[src/rtl/hcube_reduce_pkg.sv]
package hcube_reduce_pkg;

    typedef enum logic [1:0] {
        PH_IDLE = 2'd0,
        PH_RUN  = 2'd1,
        PH_DONE = 2'd2
    } phase_t;

    typedef struct packed {
        logic load;     // copy operands into every node
        logic advance;  // perform one reduction step this cycle
    } cmd_t;

    // width of a step index for a cube of the given dimension
    function automatic int step_bits(input int dim);
        return (dim > 1) ? $clog2(dim) : 1;
    endfunction

endpackage

[src/rtl/hcube_reduce_ctrl.sv]
module hcube_reduce_ctrl
    import hcube_reduce_pkg::*;
#(
    parameter int DIM = 3,
    localparam int SW = step_bits(DIM)
) (
    input  logic          clk,
    input  logic          rst,
    input  logic          start,
    output cmd_t          cmd,
    output logic [SW-1:0] step,
    output logic          done
);

    phase_t phase;

    always_ff @(posedge clk) begin
        if (rst) begin
            phase <= PH_IDLE;
            step  <= '0;
        end else if (start) begin
            phase <= PH_RUN;
            step  <= SW'(DIM - 1);
        end else if (phase == PH_RUN) begin
            if (step == '0) begin
                phase <= PH_DONE;
            end else begin
                step <= step - SW'(1);
            end
        end
    end

    always_comb begin
        cmd.load    = start;
        cmd.advance = (phase == PH_RUN) && !start;
        done        = (phase == PH_DONE);
    end

    // the last step is followed directly by done
    p_done_after_last_r3: assert property (@(posedge clk) disable iff (rst)
        (cmd.advance && step == '0) |=> done);

    // the dimension index counts down by one per step
    p_step_down_r7: assert property (@(posedge clk) disable iff (rst)
        (cmd.advance && step != '0) |=> (cmd.advance || start) && (start || step == $past(step) - SW'(1)));

    // a start always clears done on the next cycle
    p_start_clears_r6: assert property (@(posedge clk) disable iff (rst)
        start |=> !done);

    // loading and stepping never coincide
    p_excl_r2: assert property (@(posedge clk) disable iff (rst)
        $onehot0({cmd.load, cmd.advance}));

endmodule

[src/rtl/hcube_reduce_node.sv]
module hcube_reduce_node #(
    parameter int WIDTH = 16
) (
    input  logic             clk,
    input  logic             rst,
    input  logic             load,
    input  logic             add,
    input  logic [WIDTH-1:0] operand,
    input  logic [WIDTH-1:0] partner,
    output logic [WIDTH-1:0] sum
);

    always_ff @(posedge clk) begin
        if (rst) begin
            sum <= '0;
        end else if (load) begin
            sum <= operand;
        end else if (add) begin
            sum <= sum + partner;   // wraps at WIDTH bits
        end
    end

    // a node outside the active set keeps its value
    p_idle_hold_r7: assert property (@(posedge clk) disable iff (rst)
        (!load && !add) |=> sum == $past(sum));

    // a load places the operand in the node
    p_load_r2: assert property (@(posedge clk) disable iff (rst)
        load |=> sum == $past(operand));

endmodule

[src/rtl/hcube_reduce.sv]
module hcube_reduce
    import hcube_reduce_pkg::*;
#(
    parameter int DIM   = 3,
    parameter int WIDTH = 16,
    localparam int P    = 1 << DIM,
    localparam int SW   = step_bits(DIM)
) (
    input  logic               clk,
    input  logic               rst,
    input  logic               start,
    input  logic [P*WIDTH-1:0] operands,
    output logic               done,
    output logic [WIDTH-1:0]   result
);

    cmd_t          cmd;
    logic [SW-1:0] step;
    logic [WIDTH-1:0] sums [P];

    hcube_reduce_ctrl #(.DIM(DIM)) u_ctrl (
        .clk  (clk),
        .rst  (rst),
        .start(start),
        .cmd  (cmd),
        .step (step),
        .done (done)
    );

    for (genvar g = 0; g < P; g++) begin : g_node
        logic [DIM-1:0]   label;
        logic [DIM-1:0]   mate;
        logic             active;
        logic [WIDTH-1:0] mate_sum;

        always_comb begin
            label    = DIM'(g);
            // neighbour across dimension "step": flip that label bit
            mate     = label ^ (DIM'(1) << step);
            // active set of this step: labels below 2^step
            active   = (label >> step) == '0;
            mate_sum = sums[mate];
        end

        hcube_reduce_node #(.WIDTH(WIDTH)) u_node (
            .clk    (clk),
            .rst    (rst),
            .load   (cmd.load),
            .add    (cmd.advance && active),
            .operand(operands[g*WIDTH +: WIDTH]),
            .partner(mate_sum),
            .sum    (sums[g])
        );
    end

    assign result = sums[0];

    // a finished result is held until the next start
    p_done_hold_r5: assert property (@(posedge clk) disable iff (rst)
        (done && !start) |=> (done && result == $past(result)));

    // no done right out of reset
    p_reset_quiet_r1: assert property (@(posedge clk)
        rst |=> (!done && result == '0));

endmodule

[config.mk]
export PLATFORM = sky130hd
export DESIGN_NAME = hcube_reduce
export DESIGN_NICKNAME = d
export VERILOG_FILES = /design/src/rtl/hcube_reduce_pkg.sv /design/src/rtl/hcube_reduce_ctrl.sv /design/src/rtl/hcube_reduce_node.sv /design/src/rtl/hcube_reduce.sv
export SDC_FILE = /design/constraint.sdc
export NUM_CORES = 1
export LEC_CHECK = 0
export ABC_AREA = 0
export BUFFER_PORTS_ARGS = -buffer_cell sky130_fd_sc_hd__buf_4
export CAP_MARGIN = 25
export CORE_MARGIN = 2
export CORE_UTILIZATION = 36
export CTS_CLUSTER_DIAMETER = 50
export DETAILED_ROUTE_END_ITERATION = 6
export PLACE_DENSITY_LB_ADDON = 0.08
export SETUP_SLACK_MARGIN = 0.1
export SLEW_MARGIN = 30
export SYNTH_ARGS = -nofsm -noshare
export SYNTH_HDL_FRONTEND = slang
export SYNTH_SLANG_ARGS = --single-unit
[constraint.sdc]
create_clock -name clk -period 3.8 [get_ports clk]
set_input_delay 0.76 -clock clk [delete_from_list [all_inputs] [get_ports clk]]
set_output_delay 0.76 -clock clk [all_outputs]
set_load 0.05 [all_outputs]
## Yosys cells after proc, flatten, opt, wreduce, memory -nomap -nowiden

Index checks and enable logic that the tools add are counted.

- $lt $le $gt $ge: 8
- Multiplexer cells: 46
- Shift-type cells: 9
- Div/mod/pow operators: 0
- $mul: 0
- Reductions and logical operators: 34
- Add/sub/neg operators: 9
- Eq/ne operators: 3
- Bitwise gates (word level): 16

Operator list:

| cell | number |
|---|---|
| 16-bit two-way mux | 32 |
| 16-bit binary-select mux with 3-bit select | 8 |
| 16-bit adder | 8 |
| 4-bit greater-or-equal comparator (second input constant) | 8 |
| 3-bit inverter with 4-bit output | 8 |
| 3-bit zero test | 8 |
| 2-bit nonzero test | 10 |
| 3-bit by 2-bit right shift with 3-bit output (first input constant) | 4 |
| 1-bit logical AND | 9 |
| 2-bit AND reduction | 4 |
| 2-bit two-way mux | 3 |
| 2-bit inverter | 3 |
| 1-bit by 2-bit right shift with 3-bit output (first input constant) | 2 |
| 2-bit by 2-bit right shift with 3-bit output (first input constant) | 2 |
| 1-bit inverter | 4 |
| 1-bit two-way mux | 3 |
| 3-bit inverter | 1 |
| 1-bit by 2-bit left shift with 3-bit output (first input constant) | 1 |
| 2-bit by 1-bit == test with 1-bit output (second input constant) | 1 |
| 2-bit == test (second input constant) | 1 |
| 2-bit zero test | 1 |
| 2-bit inequality test (second input constant) | 1 |
| 2-bit OR reduction | 1 |
| 2-bit by 1-bit subtractor with 2-bit output (second input constant) | 1 |
| 1-bit zero test | 1 |

- Bits in read-only memories: 0
- Output and inout bits: 17
- Logic and storage cells: 137
- Register bits after elaboration: 132
- Bits in latches: 0
- Memories: 0
- Bits of input ports: 131
- Memory bits (writable): 0

## Logic depth before layout (Yosys ltp)

Gate-level depths: netlist of the first run.

- Word-level depth: 9
- Gate-level depth with buffers: 14
- Gate-level depth less buffers: 10

## Cells and area by module

Synthesis of the first run repeated with hierarchy kept, for this count alone.

- Cells, all modules: 1580
- Area, all modules: 14684.1 µm²

Modules (own cells, without submodules):

| module | cells each | sequential area each (µm²) | area an instance (µm²) | instances |
|---|---|---|---|---|
| hcube_reduce_node (g_node[1].u_node ...) | 176 | 320.3 | 1426.4 | 7 |
| hcube_reduce | 162 | 0.0 | 3151.8 | 1 |
| hcube_reduce_node (g_node[0].u_node) | 167 | 320.3 | 1376.3 | 1 |
| hcube_reduce_ctrl | 19 | 80.1 | 171.4 | 1 |

## Least setup slack after synthesis of the first run

OpenSTA, ideal clock, no wires.

- Path kind: register to register
- From: reg u_ctrl.step[1]
- To: reg g_node[5].u_node.sum[14]
- Required time: 3.666 ns
- Stages on the path, launching flop included: 15
- Arrival time: 3.697 ns
- Path buffers: 4
- Library setup time: 0.134 ns
- Setup slack: -0.031 ns
- Path through: dfxtp_1 -> buf_2 -> buf_2 -> clkbuf_1 -> buf_1 -> mux4_2 -> ha_1 -> fa_1 -> a21oi_1 -> o211ai_1 -> o31ai_1 -> o31ai_1 -> a31oi_1 -> xor2_1 -> o22ai_1

- Cells in the longest elaborated chain, start to end: 9
- Elaborated cells between the ends (all ways): 13

Ends and longest elaborated chain:

| element | line | RTL |
|---|---|---|
| from (decl) | hcube_reduce_ctrl.sv:11 | `output logic [SW-1:0] step,` |
| from (signal assigned) | hcube_reduce_ctrl.sv:23 | `step <= SW'(DIM - 1);` |
| from (signal assigned) | hcube_reduce_ctrl.sv:28 | `step <= step - SW'(1);` |
| 1-bit by 2-bit left shift with 3-bit output | hcube_reduce.sv:39 | `mate = label ^ (DIM'(1) << step);` |
| 2-bit inverter (no line) | n/a |  |
| 3-bit inverter with 4-bit output (not written as such) | hcube_reduce.sv:42 | `mate_sum = sums[mate];` |
| 16-bit binary-select mux with 3-bit select | hcube_reduce.sv:42 |  |
| 16-bit two-way mux (not written as such) (2 in a row) | hcube_reduce.sv:42 |  |
| 16-bit adder | hcube_reduce_node.sv:19 | `sum <= sum + partner;` |
| 16-bit two-way mux | hcube_reduce_node.sv:18 | `end else if (add) begin` |
| 16-bit two-way mux | hcube_reduce_node.sv:16 | `end else if (load) begin` |
| to (signal assigned) | hcube_reduce_node.sv:17 | `sum <= operand;` |
| to (signal assigned) | hcube_reduce_node.sv:19 |  |
| to (decl) | hcube_reduce_node.sv:10 | `output logic [WIDTH-1:0] sum` |

Parallel ways exist; a longest one is shown, timed or not. The select of a mux whose other input is x is not followed.
A chain may end at the register's enable or synchronous reset.

## Worst setup path after layout of the first run

- From: reg u_ctrl.step[0]
- To: reg g_node[2].u_node.sum[15]

- Cells in the longest elaborated chain, start to end: 9
- Elaborated cells between the ends (all ways): 13

Ends and longest elaborated chain:

| element | line |
|---|---|
| 1-bit by 2-bit left shift with 3-bit output | hcube_reduce.sv:39 |
| 1-bit inverter (no line) | n/a |
| 3-bit inverter with 4-bit output (not written as such) | hcube_reduce.sv:42 |
| 16-bit binary-select mux with 3-bit select | hcube_reduce.sv:42 |
| 16-bit two-way mux (not written as such) (2 in a row) | hcube_reduce.sv:42 |
| 16-bit adder | hcube_reduce_node.sv:19 |
| 16-bit two-way mux | hcube_reduce_node.sv:18 |
| 16-bit two-way mux | hcube_reduce_node.sv:16 |
| to (signal assigned) | hcube_reduce_node.sv:17 |
| to (signal assigned) | hcube_reduce_node.sv:19 |
| to (decl) | hcube_reduce_node.sv:10 |

Parallel ways exist; a longest one is shown, timed or not. The select of a mux whose other input is x is not followed.

==> summary.txt, run 1 <==
EDFF count, synth -> 0
Total number of vias -> 13000
1st-iter DRT viols -> 1023
# diodes -> 0
Worst min-delay path category -> primary input to flop
Slew headroom -> 42.9%
Layout Skew -> 0.0127 ns
Post-synth ARST share -> 0%
Crit-path most repeated cell -> o21ai_1
Worst Path Arrival -> 3.92 ns
Final WL -> 51000 um
Vias in the first global route -> 12200
Syn-to-layout area delta -> 17.6%
Final instance area -> 16000 um^2
Critical Path RT -> 4.18 ns
Critical Path Max Stage Delay -> 0.57 ns
DRC viols -> 0
Clock-pin slew on the worst setup and hold paths -> 0.07 ns
Period utilisation layout -> 93.3%
Classification of the worst setup path -> flop to flop
CTS tree -> yes
DRT Pass-1 Iters -> 7
Die span in y -> 198 um
Final worst slack -> 0.255 ns
Layout cells sized above 1 -> 22.2%
Layout Cells excl Fill -> 2112
Post-DR wirelength/cell -> 24.2 um
Slew Viols, Final -> 0
Initial antenna violation count -> 0
Grt total ovfl -> 0
Final core area utilization -> 42.8%
Critical path endpoint category -> flop
Comb pwr share -> 36.6%
Worst setup SP type -> flop
Fin nets -> 1863
Leak -> 6.69 nW
Synthesized area -> 13600 um^2
Sw frac -> 37.5%
Unique masters post-synth -> 67
FILL cells -> 3693
Final weighted congestion in routability-driven placement -> 0.875
Core Footprint -> 37400 um^2
CTS Root Cell -> clkbuf_16
Main synth FF type -> dfxtp_1
Hold Path Stages -> 2
Yosys warning total -> 0
Outcome -> completed
DR vias/cell -> 6.15
Die area -> 39300 um^2
Tot Pwr -> 5.33 mW
Most common cell in the synthesized netlist -> a21oi_1
Placed cell area -> 15300 um^2
Clock share of power -> 30.5%
Row Count -> 71
Synth top area cells -> mux4_2 20%, dfxtp_1 19%, ha_1 13%
Synth Area per Inst -> 9.24 um^2
Seq/Total Area, Yosys -> 19.4%
Die Width -> 198 um
Final hold violations -> 0
P per Cell Area -> 333 nW/um^2
Buffers on Ports -> 147
Synthesized netlist cell count -> 1472
Fmax achieved -> 282 MHz
Hold buffers post-CTS -> 0
Antenna viol nets, final -> 0
Worst Tran Pin Value -> 0.857 ns
I/O pin count -> 148
Final min period -> 3.54 ns
R2R depth -> 10
CP max FO -> 55
Hold WS -> 0.518 ns
Area leader, netlist -> mux4_2
RSZ-0062 raised after global routing -> no
Top cells by count, synth -> 170 x a21oi_1, 136 x ha_1, 132 x dfxtp_1
Final setup violation count -> 0
VDD IR-drop max -> 328 uV
Htree depth -> 4
Maximum buffer depth of the clock tree -> 2
Inst Count DP -> 2074
Total Neg Setup Slack -> 0 ns
CP max-delay cell -> mux4_2
First-pass GRT wire length -> 75400 um
Initial Util -> 36.3%
Dpl ws -> 0.272 ns
Post-synth net total -> 1747
Cell Int Power -> 3.33 mW
Clock sink count -> 132
Share of the synthesized area in the top cell type -> 19.9%
Sequential Power Share -> 32.9%
Clock Latency Late Sink -> 0.46 ns
Worst-path cell chain -> buf_12 -> mux4_2 -> ha_1 -> a211oi_1 -> o21ai_1 -> a31oi_2 -> o21ai_1 -> a211o_1 -> or4_1 -> o211ai_1
NetSw -> 2.00 mW
Max_cap viols -> 0
GRT Overall Usage -> 25.9%
Largest net degree at the start of global routing -> 64
Seq cells post-synth -> 132
Post-DP HPWL -> 38300 um
Num CTS Buffers -> 17
repair_timing:
item                                    in CTS  in global routing
setup buffers                                0                  4
endpoints found under the setup margin       0                  8
gates resized for setup                      0                  4
endpoints found under the hold margin        0                  0
path summary, 6_finish.rpt:
kind                                      start                  endpoint  slack [ns]
worst min-delay path                operands[9]   g_node[0].u_node.sum[9]        0.52
worst max register to register   u_ctrl.step[0]  g_node[2].u_node.sum[15]        0.26
worst min register to register  u_ctrl.phase[0]           u_ctrl.phase[0]        0.55
worst max-delay path             u_ctrl.step[0]  g_node[2].u_node.sum[15]        0.26
worst max-delay path, delay by kind of cell (launching register included):
family	cells	cell delay, ns
AOI/OAI and AO/OA	6	1.31
adders and majority gates	1	0.35
buffers and inverters	1	0.34
DFF	1	0.44
muxes	1	0.57
and+or+nand+nor	1	0.42
routing by layer:
layer / global-route usage [%] / up-vias / part of all wire, %
li1: - / 6010 / -
met1: 40.5 / 6515 / 50
met2: 37.5 / 440 / 43
met3: 3.08 / 23 / 6.3
met4: 5.65 / 0 / 0.97
met5: 0 / - / 0
power by group through the flow:
| stage | registers [mW] | logic, mW | clock network (mW) |
|---|---|---|---|
| final | 1.75 | 1.95 | 1.63 |
| after detailed placement | 1.77 | 1.91 | 0 |
| after global routing | 1.77 | 2.13 | 1.71 |
| after global placement | 1.76 | 1.90 | 0 |
| after floorplan | 1.69 | 1.36 | 0 |
| after CTS | 1.74 | 1.93 | 1.66 |
registers in the layout (all words and copies together), names as in the netlist:
| register | flops |
|---|---|
| u_ctrl.phase | 2 |
| u_ctrl.step | 2 |
| g_node.u_node.sum | 128 |
layout make-up:
class | instances | area, um^2 | share of cell area, %
multi-input combinational | 1229 | 10500 | 65.9
sequential | 132 | 2650 | 16.6
timing repair buffer | 190 | 1550 | 9.70
tap | 511 | 639 | 4.00
clock buffer | 21 | 460 | 2.88
clock inverter | 11 | 85.1 | 0.532
inverter | 18 | 67.6 | 0.423
layout by cell type, fill, tap and decap left out, types with 8 or more instances in the layout:
| cell type | Yosys | final |
|---|---|---|
| a211oi_1 | 41 | 41 |
| a21o_1 | 27 | 27 |
| a21oi_1 | 170 | 170 |
| a222oi_1 | 8 | 8 |
| a22oi_1 | 45 | 45 |
| a31oi_1 | 12 | 12 |
| and3_1 | 19 | 19 |
| buf_4 | 0 | 182 |
| clkbuf_16 | 0 | 19 |
| clkinv_2 | 0 | 8 |
| dfxtp_1 | 132 | 130 |
| fa_1 | 8 | 8 |
| ha_1 | 136 | 136 |
| inv_1 | 18 | 17 |
| mux2i_1 | 18 | 18 |
| mux4_2 | 120 | 120 |
| nand2_1 | 98 | 98 |
| nand2b_1 | 13 | 13 |
| nand3_1 | 18 | 18 |
| nand4_1 | 8 | 8 |
| nor2_1 | 97 | 96 |
| nor2b_1 | 10 | 10 |
| nor3_1 | 17 | 17 |
| o211a_1 | 13 | 13 |
| o211ai_1 | 16 | 16 |
| o21a_1 | 11 | 11 |
| o21ai_0 | 79 | 79 |
| o21ai_1 | 23 | 23 |
| o21bai_1 | 11 | 11 |
| o22ai_1 | 30 | 30 |
| o31ai_1 | 10 | 8 |
| xnor2_1 | 50 | 50 |
| xor2_1 | 51 | 51 |
cells by family after synthesis:
logic type	after synthesis	synth area share (%)
buffers and inverters	111	3.26
adders and majority gates	144	13.7
AOI/OAI and AO/OA	545	25.7
DFF	132	19.4
xor gates and xnor gates	101	6.51
muxes	139	21.3
and+or+nand+nor	300	10.1
No activity file was read; power rests on OpenSTA's default activity.
==> inputs of run 2 (changes only) <==
SYNTH_HIERARCHICAL = 1   (was not set)
==> run 2 against run 1 <==
Net effect:
- global-route usage increased by 1.8 points
- non-clock buffer count shrank 9
- worst setup slack improved by 0.12 ns
- clock skew up 0.0084 ns
- first-iteration DRC count is 15% higher
- power decreased by 0.79%
- sequential power is essentially flat
- maximum frequency increased by 3.5%
- die area up 7.9%
- design area up 5.3%
- count of clock-buffer cells in the layout is the same
- clock power rose by 21%
- largest cell class unchanged
- largest power group is now clock
==> summary.txt, run 2 <==
Outcome -> completed
CP max FO -> 64
Slew headroom -> 50.5%
Area leader, netlist -> mux4_2
Share of the synthesized area in the top cell type -> 19.6%
Fmax achieved -> 292 MHz
Core Footprint -> 40000 um^2
Biggest register -> g_node.u_node/sum
1st-iter DRT viols -> 1180
Row Count -> 73
DRT Pass-1 Iters -> 5
Seq/Total Area, Yosys -> 18.0%
Worst setup SP type -> flop
Synthesized area -> 14700 um^2
Layout Skew -> 0.0211 ns
Hold buffers post-CTS -> 0
FILL cells -> 4013
GRT Overall Usage -> 27.7%
Most common cell in the synthesized netlist -> a21oi_1
Critical path endpoint category -> flop
Post-DR wirelength/cell -> 26.4 um
CTS tree -> yes
Total Neg Setup Slack -> 0 ns
Maximum buffer depth of the clock tree -> 2
CTS Root Cell -> clkbuf_16
Commonest non-fill, non-tap cell in the layout -> a21oi_1
Placed cell area -> 16100 um^2
Classification of the worst setup path -> flop to flop
Final min period -> 3.42 ns
Die span in y -> 206 um
Tot Pwr -> 5.28 mW
Synth top area cells -> mux4_2 20%, dfxtp_1 18%, ha_1 10%
Clock share of power -> 37.3%
Final WL -> 58100 um
Layout cells sized above 1 -> 23.8%
Yosys warning total -> 6
Top cells by count, synth -> 218 x a21oi_1, 132 x dfxtp_1, 128 x mux4_2
Clock-pin slew on the worst setup and hold paths -> 0.07 ns
Seq cells post-synth -> 132
Initial antenna violation count -> 0
Area taken by multi-input logic gates -> 11300 um^2
Die Width -> 206 um
Hold WS -> 0.515 ns
Initial Util -> 36.7%
Unique masters post-synth -> 59
Final hold violations -> 0
Critical Path RT -> 4.14 ns
Total number of vias -> 13800
Clock Latency Late Sink -> 0.48 ns
Critical Path Max Stage Delay -> 0.65 ns
Post-CTS setup buffer count -> 0
Main synth FF type -> dfxtp_1
Htree depth -> 4
Vias in the first global route -> 13300
Final instance area -> 16800 um^2
Max reg flops -> 128
VDD IR-drop max -> 265 uV
Worst-path cell chain -> buf_16 -> mux4_2 -> ha_1 -> a21oi_1 -> o21ai_0 -> a21bo_2 -> a31oi_1 -> xor2_1 -> o22ai_1
Synthesized netlist cell count -> 1580
Largest net degree at the start of global routing -> 136
Synth Area per Inst -> 9.29 um^2
Sw frac -> 34.9%
Cell family with most CP delay -> compound AO/OA/AOI/OAI gates
Period utilisation layout -> 90.1%
Clock sink count -> 132
Post-DP HPWL -> 44000 um
NetSw -> 1.84 mW
Cell Int Power -> 3.44 mW
First-pass GRT wire length -> 86300 um
Worst Path Arrival -> 3.76 ns
Die area -> 42400 um^2
DRC viols -> 0
Final weighted congestion in routability-driven placement -> 0.909
Antenna viol nets, final -> 0
# diodes -> 0
Max_cap viols -> 0
P per Cell Area -> 314 nW/um^2
Syn-to-layout area delta -> 14.6%
Post-synth net total -> 1839
Buffers on Ports -> 147
Slew Viols, Final -> 0
Num CTS Buffers -> 17
WP buf/inv -> 1
FF+latch area -> 2650 um^2
Worst Tran Pin Value -> 0.742 ns
EDFF count, synth -> 0
Worst min-delay path category -> primary input to flop
Leak -> 6.89 nW
Post-synth ARST share -> 0%
Fin nets -> 1924
Grt total ovfl -> 0
Sequential Power Share -> 33.0%
Final setup violation count -> 0
Most frequent cells in the layout -> 218 x a21oi_1, 177 x buf_4, 130 x dfxtp_1, 128 x mux4_2, 120 x ha_1
Top flop regs -> g_node.u_node/sum (128), u_ctrl/phase (2), u_ctrl/step (2)
DR vias/cell -> 6.28
RSZ-0062 raised after global routing -> no
Comb pwr share -> 29.7%
CP max-delay cell -> dfxtp_4
I/O pin count -> 148
[run 2: cell count changes after synthesis, sizes merged, moves of 17 or more]
cell,before,now
nand2,98,45
o22ai,30,63
a31oi,13,33
inv,18,35
a22oi,45,0
a21o,27,50
a21oi,171,225
nor3b,0,64
buf,34,60
o21ai,103,58
a221oi,5,22
[run 2: cell families (layout without fill, tap and decap cells)]
logic type	count (synthesis)	in the layout	synth area share, %
xor gates and xnor gates	98	98	5.85
adders and majority gates	128	128	11.3
AOI/OAI and AO/OA	585	585	26.0
buffers and inverters	150	248	5.06
DFF	132	132	18.0
muxes	161	161	21.9
and+or+nand+nor	326	326	11.8
[run 2: final timing paths]
kind	startpoint	endpoint	slack, ns	depth (start not counted)
setup / recovery	u_ctrl/step[0]	g_node[6].u_node/sum[12]	0.38	9
hold / removal	operands[2]	g_node[0].u_node/sum[2]	0.51	3
setup reg to reg	u_ctrl/step[0]	g_node[6].u_node/sum[12]	0.38	9
hold reg to reg	u_ctrl/phase[0]	u_ctrl/phase[0]	0.55	2
[run 2: power by group through the flow]
| stage | Combinational (mW) | Sequential, mW | Clock [mW] |
|---|---|---|---|
| 2_1_floorplan | 1.12 | 1.63 | 0 |
| 3_3_place_gp | 1.56 | 1.76 | 0 |
| 3_5_place_dp | 1.55 | 1.76 | 0 |
| 4_1_cts | 1.57 | 1.72 | 2.01 |
| 5_1_grt | 1.72 | 1.74 | 2.06 |
| 6_report | 1.57 | 1.74 | 1.97 |
[run 2: layout make-up]
class                           instances  share of cell area, %
Multi-Input combinational cell       1298                   67.2
Sequential cell                       132                   15.7
Timing Repair Buffer                  181                   8.38
Tap cell                              525                   3.90
Clock buffer                           21                   2.86
Clock inverter                         11                   1.17
Inverter                               35                  0.781
[run 2: routing by layer]
metal | share of wire, % | track usage [%] | wire length (um) | vias up
li1 | - | - | - | 6365
met1 | 45 | 38.3 | 26200 | 6749
met4 | 3.6 | 10.3 | 2070 | 0
met2 | 44 | 42.6 | 25500 | 596
met5 | 0 | 0 | 0 | -
met3 | 7.3 | 5.58 | 4240 | 114
[run 2: worst min-delay path, stage by stage]
cell,delay [ns]
buf_4,0.07
a21oi_1,0.05
nor2_1,0.07
[run 2: timing repair]
action                     CTS  global route
setup endpoints to repair    0             1
hold endpoints to repair     0             0
resized for setup            0             1
[run 2: per-stage QoR]
stage,utilization (%),cells,setup WS (ns)
finish,42.1,2203,0.376
global route,42.1,2203,0.126
CTS,42.0,2203,0.335
detailed placement,40.4,2171,0.370
global placement,40.4,2171,0.353
floorplan,-,1580,0.608
